**src/rtl/pic_pkg.sv**
```systemverilog
package pic_pkg;
  localparam int NIR = 8;
  localparam int IW  = $clog2(NIR);
  localparam int VW  = 8;

  typedef enum logic [1:0] {
    ACK_IDLE = 2'd0,
    ACK_P1   = 2'd1,
    ACK_GAP  = 2'd2,
    ACK_P2   = 2'd3
  } ack_st_e;

  localparam logic [2:0] CMD_BASE = 3'd0;
  localparam logic [2:0] CMD_MASK = 3'd1;
  localparam logic [2:0] CMD_ROLE = 3'd2;
  localparam logic [2:0] CMD_SMAP = 3'd3;
  localparam logic [2:0] CMD_EOI  = 3'd4;
endpackage

```
**src/rtl/pic_prio.sv**
```systemverilog
module pic_prio #(
  parameter int N_IR = pic_pkg::NIR,
  localparam int IW  = $clog2(N_IR)
) (
  input  logic [N_IR-1:0] elig,
  input  logic [N_IR-1:0] isr,
  output logic [IW-1:0]   win,
  output logic            req_ok,
  output logic [IW-1:0]   isr_top,
  output logic            isr_any
);
  logic [N_IR-1:0] below_req;
  logic [N_IR-1:0] isr_upto;
  logic [N_IR-1:0] grant;
  logic [N_IR-1:0] isr_first;

  for (genvar i = 0; i < N_IR; i++) begin : g_bit
    if (i == 0) begin : g_first
      assign below_req[i] = 1'b0;
      assign isr_upto[i]  = isr[i];
      assign isr_first[i] = isr[i];
    end else begin : g_rest
      assign below_req[i] = below_req[i-1] | elig[i-1];
      assign isr_upto[i]  = isr_upto[i-1] | isr[i];
      assign isr_first[i] = isr[i] & ~isr_upto[i-1];
    end
    assign grant[i] = elig[i] & ~below_req[i];
  end

  always_comb begin
    win     = '0;
    isr_top = '0;
    for (int i = 0; i < N_IR; i++) begin
      if (grant[i])     win     = win | IW'(i);
      if (isr_first[i]) isr_top = isr_top | IW'(i);
    end
  end

  assign req_ok  = (|grant) & ~(|(grant & isr_upto));
  assign isr_any = isr_upto[N_IR-1];
endmodule

```
**src/rtl/pic_cfg_regs.sv**
```systemverilog
module pic_cfg_regs #(
  parameter int N_IR = pic_pkg::NIR,
  parameter int VW   = pic_pkg::VW,
  localparam int IW  = $clog2(N_IR),
  localparam int BW  = VW - IW
) (
  input  logic            clk,
  input  logic            rst_n,
  input  logic            cfg_wr,
  input  logic [2:0]      cfg_sel,
  input  logic [VW-1:0]   cfg_data,
  output logic [BW-1:0]   base_q,
  output logic [N_IR-1:0] mask_q,
  output logic            slave_q,
  output logic [IW-1:0]   id_q,
  output logic [N_IR-1:0] smap_q,
  output logic            eoi
);
  import pic_pkg::*;

  logic [BW-1:0]   base_d;
  logic [N_IR-1:0] mask_d;
  logic            slave_d;
  logic [IW-1:0]   id_d;
  logic [N_IR-1:0] smap_d;
  logic            upd;

  always_comb begin
    base_d  = base_q;
    mask_d  = mask_q;
    slave_d = slave_q;
    id_d    = id_q;
    smap_d  = smap_q;
    upd     = 1'b0;
    eoi     = 1'b0;
    if (cfg_wr) begin
      case (cfg_sel)
        CMD_BASE: begin base_d = cfg_data[VW-1:IW]; upd = 1'b1; end
        CMD_MASK: begin mask_d = cfg_data[N_IR-1:0]; upd = 1'b1; end
        CMD_ROLE: begin
          slave_d = cfg_data[VW-1];
          id_d    = cfg_data[IW-1:0];
          upd     = 1'b1;
        end
        CMD_SMAP: begin smap_d = cfg_data[N_IR-1:0]; upd = 1'b1; end
        CMD_EOI:  eoi = 1'b1;
        default:  upd = 1'b0;
      endcase
    end
  end

  always_ff @(posedge clk or negedge rst_n) begin
    if (!rst_n) begin
      base_q  <= '0;
      mask_q  <= '0;
      slave_q <= 1'b0;
      id_q    <= '0;
      smap_q  <= '0;
    end else if (upd) begin
      base_q  <= base_d;
      mask_q  <= mask_d;
      slave_q <= slave_d;
      id_q    <= id_d;
      smap_q  <= smap_d;
    end
  end
endmodule

```
**src/rtl/pic_isr.sv**
```systemverilog
module pic_isr #(
  parameter int N_IR = pic_pkg::NIR,
  localparam int IW  = $clog2(N_IR)
) (
  input  logic            clk,
  input  logic            rst_n,
  input  logic            eoi,
  input  logic            isr_any,
  input  logic [IW-1:0]   isr_top,
  input  logic            set_en,
  input  logic [IW-1:0]   set_idx,
  output logic [N_IR-1:0] isr_q
);
  localparam logic [N_IR-1:0] ONE = N_IR'(1);

  logic [N_IR-1:0] isr_d;
  logic            isr_en;

  always_comb begin
    isr_d = isr_q;
    if (eoi && isr_any) isr_d = isr_d & ~(ONE << isr_top);
    if (set_en)         isr_d = isr_d | (ONE << set_idx);
    isr_en = (eoi && isr_any) || set_en;
  end

  always_ff @(posedge clk or negedge rst_n) begin
    if (!rst_n)      isr_q <= '0;
    else if (isr_en) isr_q <= isr_d;
  end
endmodule

```
**src/rtl/pic_ack_seq.sv**
```systemverilog
module pic_ack_seq #(
  parameter int N_IR = pic_pkg::NIR,
  localparam int IW  = $clog2(N_IR)
) (
  input  logic            clk,
  input  logic            rst_n,
  input  logic            ack,
  input  logic [IW-1:0]   cas_in,
  input  logic            slave,
  input  logic [IW-1:0]   id,
  input  logic [N_IR-1:0] smap,
  input  logic            req_ok,
  input  logic [IW-1:0]   win,
  output logic            set_en,
  output logic [IW-1:0]   set_idx,
  output logic [IW-1:0]   idx_q,
  output logic            cas_oe,
  output logic            vec_oe
);
  import pic_pkg::*;

  ack_st_e       st_q, st_d;
  logic          ack_q;
  logic          hit_q, hit_d;
  logic          sel_q, sel_d;
  logic [IW-1:0] idx_d;
  logic          rise, fall, match;

  assign rise  = ack & ~ack_q;
  assign fall  = ~ack & ack_q;
  assign match = (cas_in == id);

  always_comb begin
    st_d    = st_q;
    hit_d   = hit_q;
    sel_d   = sel_q;
    idx_d   = idx_q;
    set_en  = 1'b0;
    set_idx = idx_q;
    case (st_q)
      ACK_IDLE: if (rise) begin
        st_d  = ACK_P1;
        hit_d = req_ok;
        idx_d = req_ok ? win : '1;
        if (slave) begin
          sel_d = 1'b0;
        end else begin
          sel_d   = ~(req_ok & smap[win]);
          set_en  = req_ok;
          set_idx = win;
        end
      end
      ACK_P1: if (fall) begin
        st_d = ACK_GAP;
        if (slave) begin
          sel_d   = match;
          set_en  = hit_q & match;
          set_idx = idx_q;
        end
      end
      ACK_GAP: if (rise) st_d = ACK_P2;
      ACK_P2:  if (fall) st_d = ACK_IDLE;
      default: st_d = ACK_IDLE;
    endcase
  end

  always_ff @(posedge clk or negedge rst_n) begin
    if (!rst_n) begin
      st_q  <= ACK_IDLE;
      ack_q <= 1'b0;
      hit_q <= 1'b0;
      sel_q <= 1'b0;
      idx_q <= '0;
    end else begin
      st_q  <= st_d;
      ack_q <= ack;
      hit_q <= hit_d;
      sel_q <= sel_d;
      idx_q <= idx_d;
    end
  end

  assign cas_oe = (st_q == ACK_P1) & ~slave & hit_q & smap[idx_q];
  assign vec_oe = (st_q == ACK_P2) & sel_q;
endmodule

```
**src/rtl/pic_cascade_ctrl.sv**
```systemverilog
module pic_cascade_ctrl #(
  parameter int N_IR = pic_pkg::NIR,
  parameter int VW   = pic_pkg::VW,
  localparam int IW  = $clog2(N_IR),
  localparam int BW  = VW - IW
) (
  input  logic            clk,
  input  logic            rst_n,
  input  logic [N_IR-1:0] irq_in,
  input  logic            cfg_wr,
  input  logic [2:0]      cfg_sel,
  input  logic [VW-1:0]   cfg_data,
  input  logic            ack,
  input  logic [IW-1:0]   cas_in,
  output logic            int_out,
  output logic [IW-1:0]   cas_out,
  output logic            cas_oe,
  output logic [VW-1:0]   vec_out,
  output logic            vec_oe
);
  logic [BW-1:0]   base_q;
  logic [N_IR-1:0] mask_q;
  logic            role_slave;
  logic [IW-1:0]   id_q;
  logic [N_IR-1:0] smap_q;
  logic            eoi;
  logic [N_IR-1:0] isr_q;
  logic [IW-1:0]   win, isr_top, set_idx, idx_q;
  logic            req_ok, isr_any, set_en;
  logic            int_q, int_d;

  pic_cfg_regs #(.N_IR(N_IR), .VW(VW)) u_cfg (
    .clk(clk), .rst_n(rst_n), .cfg_wr(cfg_wr), .cfg_sel(cfg_sel),
    .cfg_data(cfg_data), .base_q(base_q), .mask_q(mask_q),
    .slave_q(role_slave), .id_q(id_q), .smap_q(smap_q), .eoi(eoi)
  );

  pic_prio #(.N_IR(N_IR)) u_prio (
    .elig(irq_in & ~mask_q), .isr(isr_q), .win(win), .req_ok(req_ok),
    .isr_top(isr_top), .isr_any(isr_any)
  );

  pic_isr #(.N_IR(N_IR)) u_isr (
    .clk(clk), .rst_n(rst_n), .eoi(eoi), .isr_any(isr_any),
    .isr_top(isr_top), .set_en(set_en), .set_idx(set_idx), .isr_q(isr_q)
  );

  pic_ack_seq #(.N_IR(N_IR)) u_seq (
    .clk(clk), .rst_n(rst_n), .ack(ack), .cas_in(cas_in),
    .slave(role_slave), .id(id_q), .smap(smap_q), .req_ok(req_ok),
    .win(win), .set_en(set_en), .set_idx(set_idx), .idx_q(idx_q),
    .cas_oe(cas_oe), .vec_oe(vec_oe)
  );

  assign int_d = req_ok;

  always_ff @(posedge clk or negedge rst_n) begin
    if (!rst_n) int_q <= 1'b0;
    else        int_q <= int_d;
  end

  assign int_out = int_q;
  assign cas_out = cas_oe ? idx_q : '0;
  assign vec_out = vec_oe ? {base_q, idx_q} : '0;
endmodule

```
**config.mk**
```make
export PLATFORM = sky130hd
export DESIGN_NAME = pic_cascade_ctrl
export DESIGN_NICKNAME = d
export VERILOG_FILES = /design/src/rtl/pic_pkg.sv /design/src/rtl/pic_prio.sv /design/src/rtl/pic_cfg_regs.sv /design/src/rtl/pic_isr.sv /design/src/rtl/pic_ack_seq.sv /design/src/rtl/pic_cascade_ctrl.sv
export SDC_FILE = /design/constraint.sdc
export NUM_CORES = 1
export LEC_CHECK = 0
export ABC_AREA = 1
export BUFFER_PORTS_ARGS = -buffer_cell sky130_fd_sc_hd__buf_2
export CAP_MARGIN = 40
export CORE_MARGIN = 10
export CORE_UTILIZATION = 40
export DETAILED_ROUTE_END_ITERATION = 12
export SYNTH_ARGS = -nofsm -noshare
export SYNTH_HDL_FRONTEND = slang
export SYNTH_SLANG_ARGS = --single-unit
```
**constraint.sdc**
```tcl
create_clock -name clk -period 2.3 [get_ports clk]
set_clock_uncertainty 0.05 [all_clocks]
set_input_delay 0 -clock clk [delete_from_list [all_inputs] [get_ports clk]]
set_output_delay 0 -clock clk [all_outputs]
set_load 0.02 [all_outputs]
```
== Word-level counts from Yosys, hierarchy flattened ==
Index checks and enable logic that the tools add are counted.

* Flip-flop bits (word level): 42
* Input bits: 26
* Output and inout bits: 14
* Word-level logic and storage cells: 150

* Order comparisons: 2
* Eq/ne operators: 13
* Shift-type cells: 2
* Multiplexer cells: 45
* Bitwise gates (word level): 61
* Reductions and logical operators: 15

{| class="wikitable"
|+ Operators by type and width
! operator !! count
|-
| $mux 3 || 13
|-
| $and 8x8->8 || 3
|-
| $mux 8 || 3
|-
| $and 1x1->1 || 23
|-
| $not 1->1 || 19
|-
| $mux 1 || 16
|-
| $mux 2 || 8
|-
| $not 8->8 || 2
|-
| $reduce_or 8->1 || 2
|-
| $shl 1x3->8 const A || 2
|-
| $or 1x1->1 || 13
|-
| $reduce_and 3->1 || 4
|-
| $lt 3x4->1 const B || 2
|-
| $ne 2x1->1 const B || 4
|-
| $or 8x8->8 || 1
|-
| $pmux 2 s4 || 1
|-
| $reduce_and 4->1 || 2
|-
| $bmux 1 s3 || 2
|-
| $eq 3x2->1 const B || 2
|-
| $eq 2x2->1 const B || 2
|-
| $pmux 1 s2 || 2
|-
| $reduce_or 4->1 || 1
|-
| $eq 3x1->1 const B || 1
|-
| $eq 3x3->1 || 1
|-
| other kinds (9) || 9
|}

== Logic depth before layout (Yosys ltp) ==
* Word-level depth: 19
* Mapped depth: 14
* Gate-level depth less buffers: 14

== Modules after synthesis ==
From an unflattened synthesis, not the netlist that was laid out.

* Cells, all modules: 381
* Area, all modules: 2585.0 um^2

{| class="wikitable"
|+ By module, submodules not included
! module !! times used !! cells each !! area an instance (um^2) !! seq. area each (um^2)
|-
| pic_cfg_regs || 1 || 120 || 1047.3 || 625.6
|-
| pic_ack_seq || 1 || 103 || 683.2 || 200.2
|-
| pic_isr || 1 || 56 || 400.4 || 200.2
|-
| pic_prio || 1 || 62 || 281.5 || 0.0
|-
| pic_cascade_ctrl || 1 || 40 || 172.7 || 25.0
|}

== Worst setup path before layout ==
OpenSTA, ideal clock, no wires.

* Path type: register to register
* From: register u_seq.st_q[0]
* To: register u_isr.isr_q[4]
* Library setup time: 0.077 ns
* Data arrival time: 1.605 ns
* Required time: 2.173 ns
* Path slack: 0.568 ns
* Cell stages (with the launch flop): 13
* Path buffers: 0
* Period minus slack after synthesis: 1.732 ns
* Cell sequence: dfrtp_1 -> inv_1 -> ha_1 -> inv_1 -> nor2_1 -> inv_1 -> nor2_4 -> inv_1 -> o21ai_1 -> inv_1 -> nor2_1 -> nand2_2 -> o21ai_1

* Cells in the longest elaborated chain, start to end: 5
* Elaborated cells between the ends (all ways): 8
* Classes of those cells: 1 x eq/ne; 1 x shift; 3 x mux; 1 x bitwise; 2 x reduce/logical

{| class="wikitable"
|+ Ends and longest elaborated chain
! element !! RTL line !! RTL
|-
| from (decl) || pic_ack_seq.sv:22 || <nowiki>ack_st_e st_q, st_d;</nowiki>
|-
| from (signal assigned) || pic_ack_seq.sv:75 || <nowiki>st_q <= st_d;</nowiki>
|-
| $logic_not 2->1 || pic_ack_seq.sv:40 || <nowiki>case (st_q)</nowiki>
|-
| $mux 3 || - ||
|-
| $shl 1x3->8 || pic_isr.sv:22 || <nowiki>if (set_en) isr_d = isr_d | (ONE << set_idx);</nowiki>
|-
| $or 8x8->8 || pic_isr.sv:22 ||
|-
| $mux 8 || pic_isr.sv:22 ||
|-
| to (signal assigned) || pic_isr.sv:28 || <nowiki>else if (isr_en) isr_q <= isr_d;</nowiki>
|-
| to (decl) || pic_isr.sv:12 || <nowiki>output logic [N_IR-1:0] isr_q</nowiki>
|}

Several ways; a longest one is shown, not always the timed one.
A chain may end at the register's enable or synchronous reset.

== Worst setup path in the final report ==
Ends and elaborated chain as after synthesis.

==> impl_metrics.tcl <==
set metrics [dict create \
    dr.pass1.iters 4 \
    cp_top_family "simple AND/OR/NAND/NOR gates" \
    worst_pin_slew_ns 0.557 \
    slew_viol_final 0 \
    worstPathArrival_ns 2.20 \
    crit_path_end_kind "flop" \
    crit_slowest_cell "dfrtp_1" \
    yosysTopAreaCell "dfrtp_1" \
    ctsLongestPathBuffers 2 \
    placed_cells 434 \
    clock.fmax_mhz 495 \
    initial_core_util 0.408 \
    path_class "flop to flop" \
    required_ns 2.48 \
    ys_warn_count 0 \
    synth_fp_nets 350 \
    synthFlopType "dfrtp_1" \
    p_seq_frac 0.375 \
    finalNonFillerCells 452 \
    drive_above_1_share 0.204 \
    slew_headroom 0.628 \
    synth_edf_count 0 \
    dr_wl_met2_mm 2.78 \
    grt_pass1_wl_mm 9.76 \
    ys_seq_area_frac 0.437 \
    critPathMaxFanout 6 \
    p_switching_mw 1.24 \
    max_cap_viol_count 0 \
    yosysUniqueCellTypes 32 \
    hp-class "input pin to asynchronous set/reset pin" \
    clock_latency_ns 0.30 \
    wirelength_met1_mm 2.76 \
    synth_seq_cells 42 \
    clk_pin_slew_ns 0.09 \
    core_sq_mm 0.00589 \
    drc 0 \
    n_antenna_cell 0 \
    rsz0062_at_grt "false" \
    io_pins 40 \
    final_core_util 0.497 \
    slowest_delay_ns 0.42 \
    cts_tree "built" \
    r2r_start "u_seq.st_q[0]$_DFFE_PN0P_" \
    leakage_nw 1.57 \
    ant_nets 0 \
    grt.total_usage 0.122 \
    vias_per_cell 4.72 \
    period_share 0.879 \
    grt-ovfl-total 0 \
    fin_nets 406 \
    fin_crit_ns 2.02 \
    layout_common_cells "59 x inv_1, 58 x nand2_1, 46 x o21ai_0" \
    num_rows 28 \
    path_cells "inv_1, ha_1, inv_1, nor2_1, inv_1, nor2_4, inv_1, o21ai_1, inv_1, nor2_1, nand2_2, o21ai_1" \
    antenna_found_initial 0 \
    fp.dieH_um 97.5 \
    cts_setup_buffers 0 \
    critPathBufInv 5 \
    routed-wl-met3_um 213 \
    ir_drop_mv 0.434 \
    synthArstFlopShare 1.00 \
    cp-start-kind "flop" \
    die_w_um 97.5 \
    intPower_mw 1.71 \
    htreeDepth 2 \
    grt_pass1_vias 2124 \
    cts_root_buf "clkbuf_8" \
    startpoint "u_seq.st_q[0]$_DFFE_PN0P_" \
    synth_top_area_share 0.437 \
    drtIter0Drc 80 \
    die_area_sq_mm 0.00951 \
    cp_common_cell "inv_1" \
    cts_buffers 5 \
    avgSynthCellArea_sq_um 7.51 \
    wl_per_cell_um 12.9 \
    final_common_cell "inv_1" \
    wl_mm 5.82 \
    p_sw_frac 0.420 \
    clkPwrFrac 0.205 \
    clkSinkCount 42 \
    pwr-share-comb 0.420 \
    status "finished clean" \
    syn_to_final_growth_pct 21.8 \
    highest_layer "met4" \
    gp_congestion 0.864 \
    finalSetupTns_ns 0 \
    synth_area_leaders "dfrtp_1 44%, o21ai_0 9.6%, inv_1 9.2%" \
    syn-instance-count 320 \
    grt_max_degree 26 \
    hold_viol 0 \
    vias 2135 \
    io_buffers 39 \
    dp_hpwl_mm 4.62 \
    whs_ns 0.115 \
    rrSetupSlack_ns 0.28 \
    syn_area_sq_mm 0.00240 \
    power_per_cell_area_mw_per_mm2 1010 \
    finalSetupViolations 0 \
]
timing repair:
item	CTS	global route
hold endpoints to repair	63	0
hold buffers	10	0
resized for setup	0	0
setup endpoints to repair	0	0
registers in the layout, indices dropped and copies added, names as in the netlist:
signal,cells
int_out,1
u_cfg.base_q,5
u_cfg.id_q,3
u_cfg.mask_q,8
u_cfg.slave_q,1
u_cfg.smap_q,8
u_isr.isr_q,8
u_seq.ack_q,1
u_seq.hit_q,1
u_seq.idx_q,3
u_seq.sel_q,1
u_seq.st_q,2
synthesized netlist by cell type, drive strengths merged, types with 2 or more instances:
cell    number
nand2       69
inv         62
o21ai       56
nor2        44
dfrtp       42
nand3       15
a21oi        5
nand4        5
ha           4
a22oi        3
clkbuf       2
nor3         2
o31ai        2
worst reg2reg max path, stage by stage (launching register included):
cell and delay (ns):
dfrtp_1 0.42, inv_1 0.11, ha_1 0.19, inv_1 0.06, nor2_1 0.10, inv_1 0.12
nor2_4 0.16, inv_1 0.07, o21ai_1 0.25, inv_1 0.09, nor2_1 0.14, nand2_2 0.07
o21ai_1 0.12
power by group through the flow:
| stage | combinational [mW] | sequential (mW) | clock, mW |
|---|---|---|---|
| after floorplan | 0.931 | 1.08 | 0 |
| after global placement | 1.22 | 1.11 | 0 |
| after detailed placement | 1.23 | 1.12 | 0 |
| after CTS | 1.25 | 1.11 | 0.617 |
| after global routing | 1.43 | 1.14 | 0.643 |
| final | 1.24 | 1.11 | 0.604 |
path summary, 6_finish.rpt:
kind                                               endpoint  cells past startpoint
min in group clk                  u_cfg.id_q[2]$_DFFE_PN0P_                      4
max in group asynchronous       u_cfg.base_q[3]$_DFFE_PN0P_                      3
worst max register to register   u_isr.isr_q[4]$_DFFE_PN0P_                     12
worst min-delay path             u_seq.idx_q[0]$_DFFE_PN0P_                      2
worst max-delay path             u_isr.isr_q[4]$_DFFE_PN0P_                     12
worst min register to register  u_cfg.mask_q[7]$_DFFE_PN0P_                      2
stage by stage:
stage / total power, mW / worst slack (ns) / area, sq um
after floorplan: 2.01 / 0.568 / 2400
after global placement: 2.33 / 0.348 / 2690
after detailed placement: 2.35 / 0.289 / 2710
after CTS: 2.98 / 0.273 / 2930
after global routing: 3.21 / 0.0247 / 2930
final: 2.95 / 0.279 / 2930
area by class of cell:
cell class,count,area [sq um]
sequential,42,1050
clock buffer,5,68.8
timing repair buffer,51,323
clock inverter,3,45.0
inverter,62,233
tap,75,93.8
multi-input combinational,214,1110
fill,605,2960
cell families (layout without fill, tap and decap cells):
group                      after synthesis  count (layout)  share of synthesized area
and+or+nand+nor                        138             138                      0.278
AOI/OAI and AO/OA                       71              71                      0.160
buffers and inverters                   64             121                     0.0999
adders and majority gates                4               4                     0.0208
xor gates and xnor gates                 1               1                    0.00364
DFF                                     42              42                      0.437
layer usage:
metal / vias up / track usage
met2: 36 / 0.211
met4: 0 / 0.0336
met5: - / 0
met1: 963 / 0.146
met3: 5 / 0.0313
li1: 1131 / -
No activity file was read; power rests on OpenSTA's default activity.
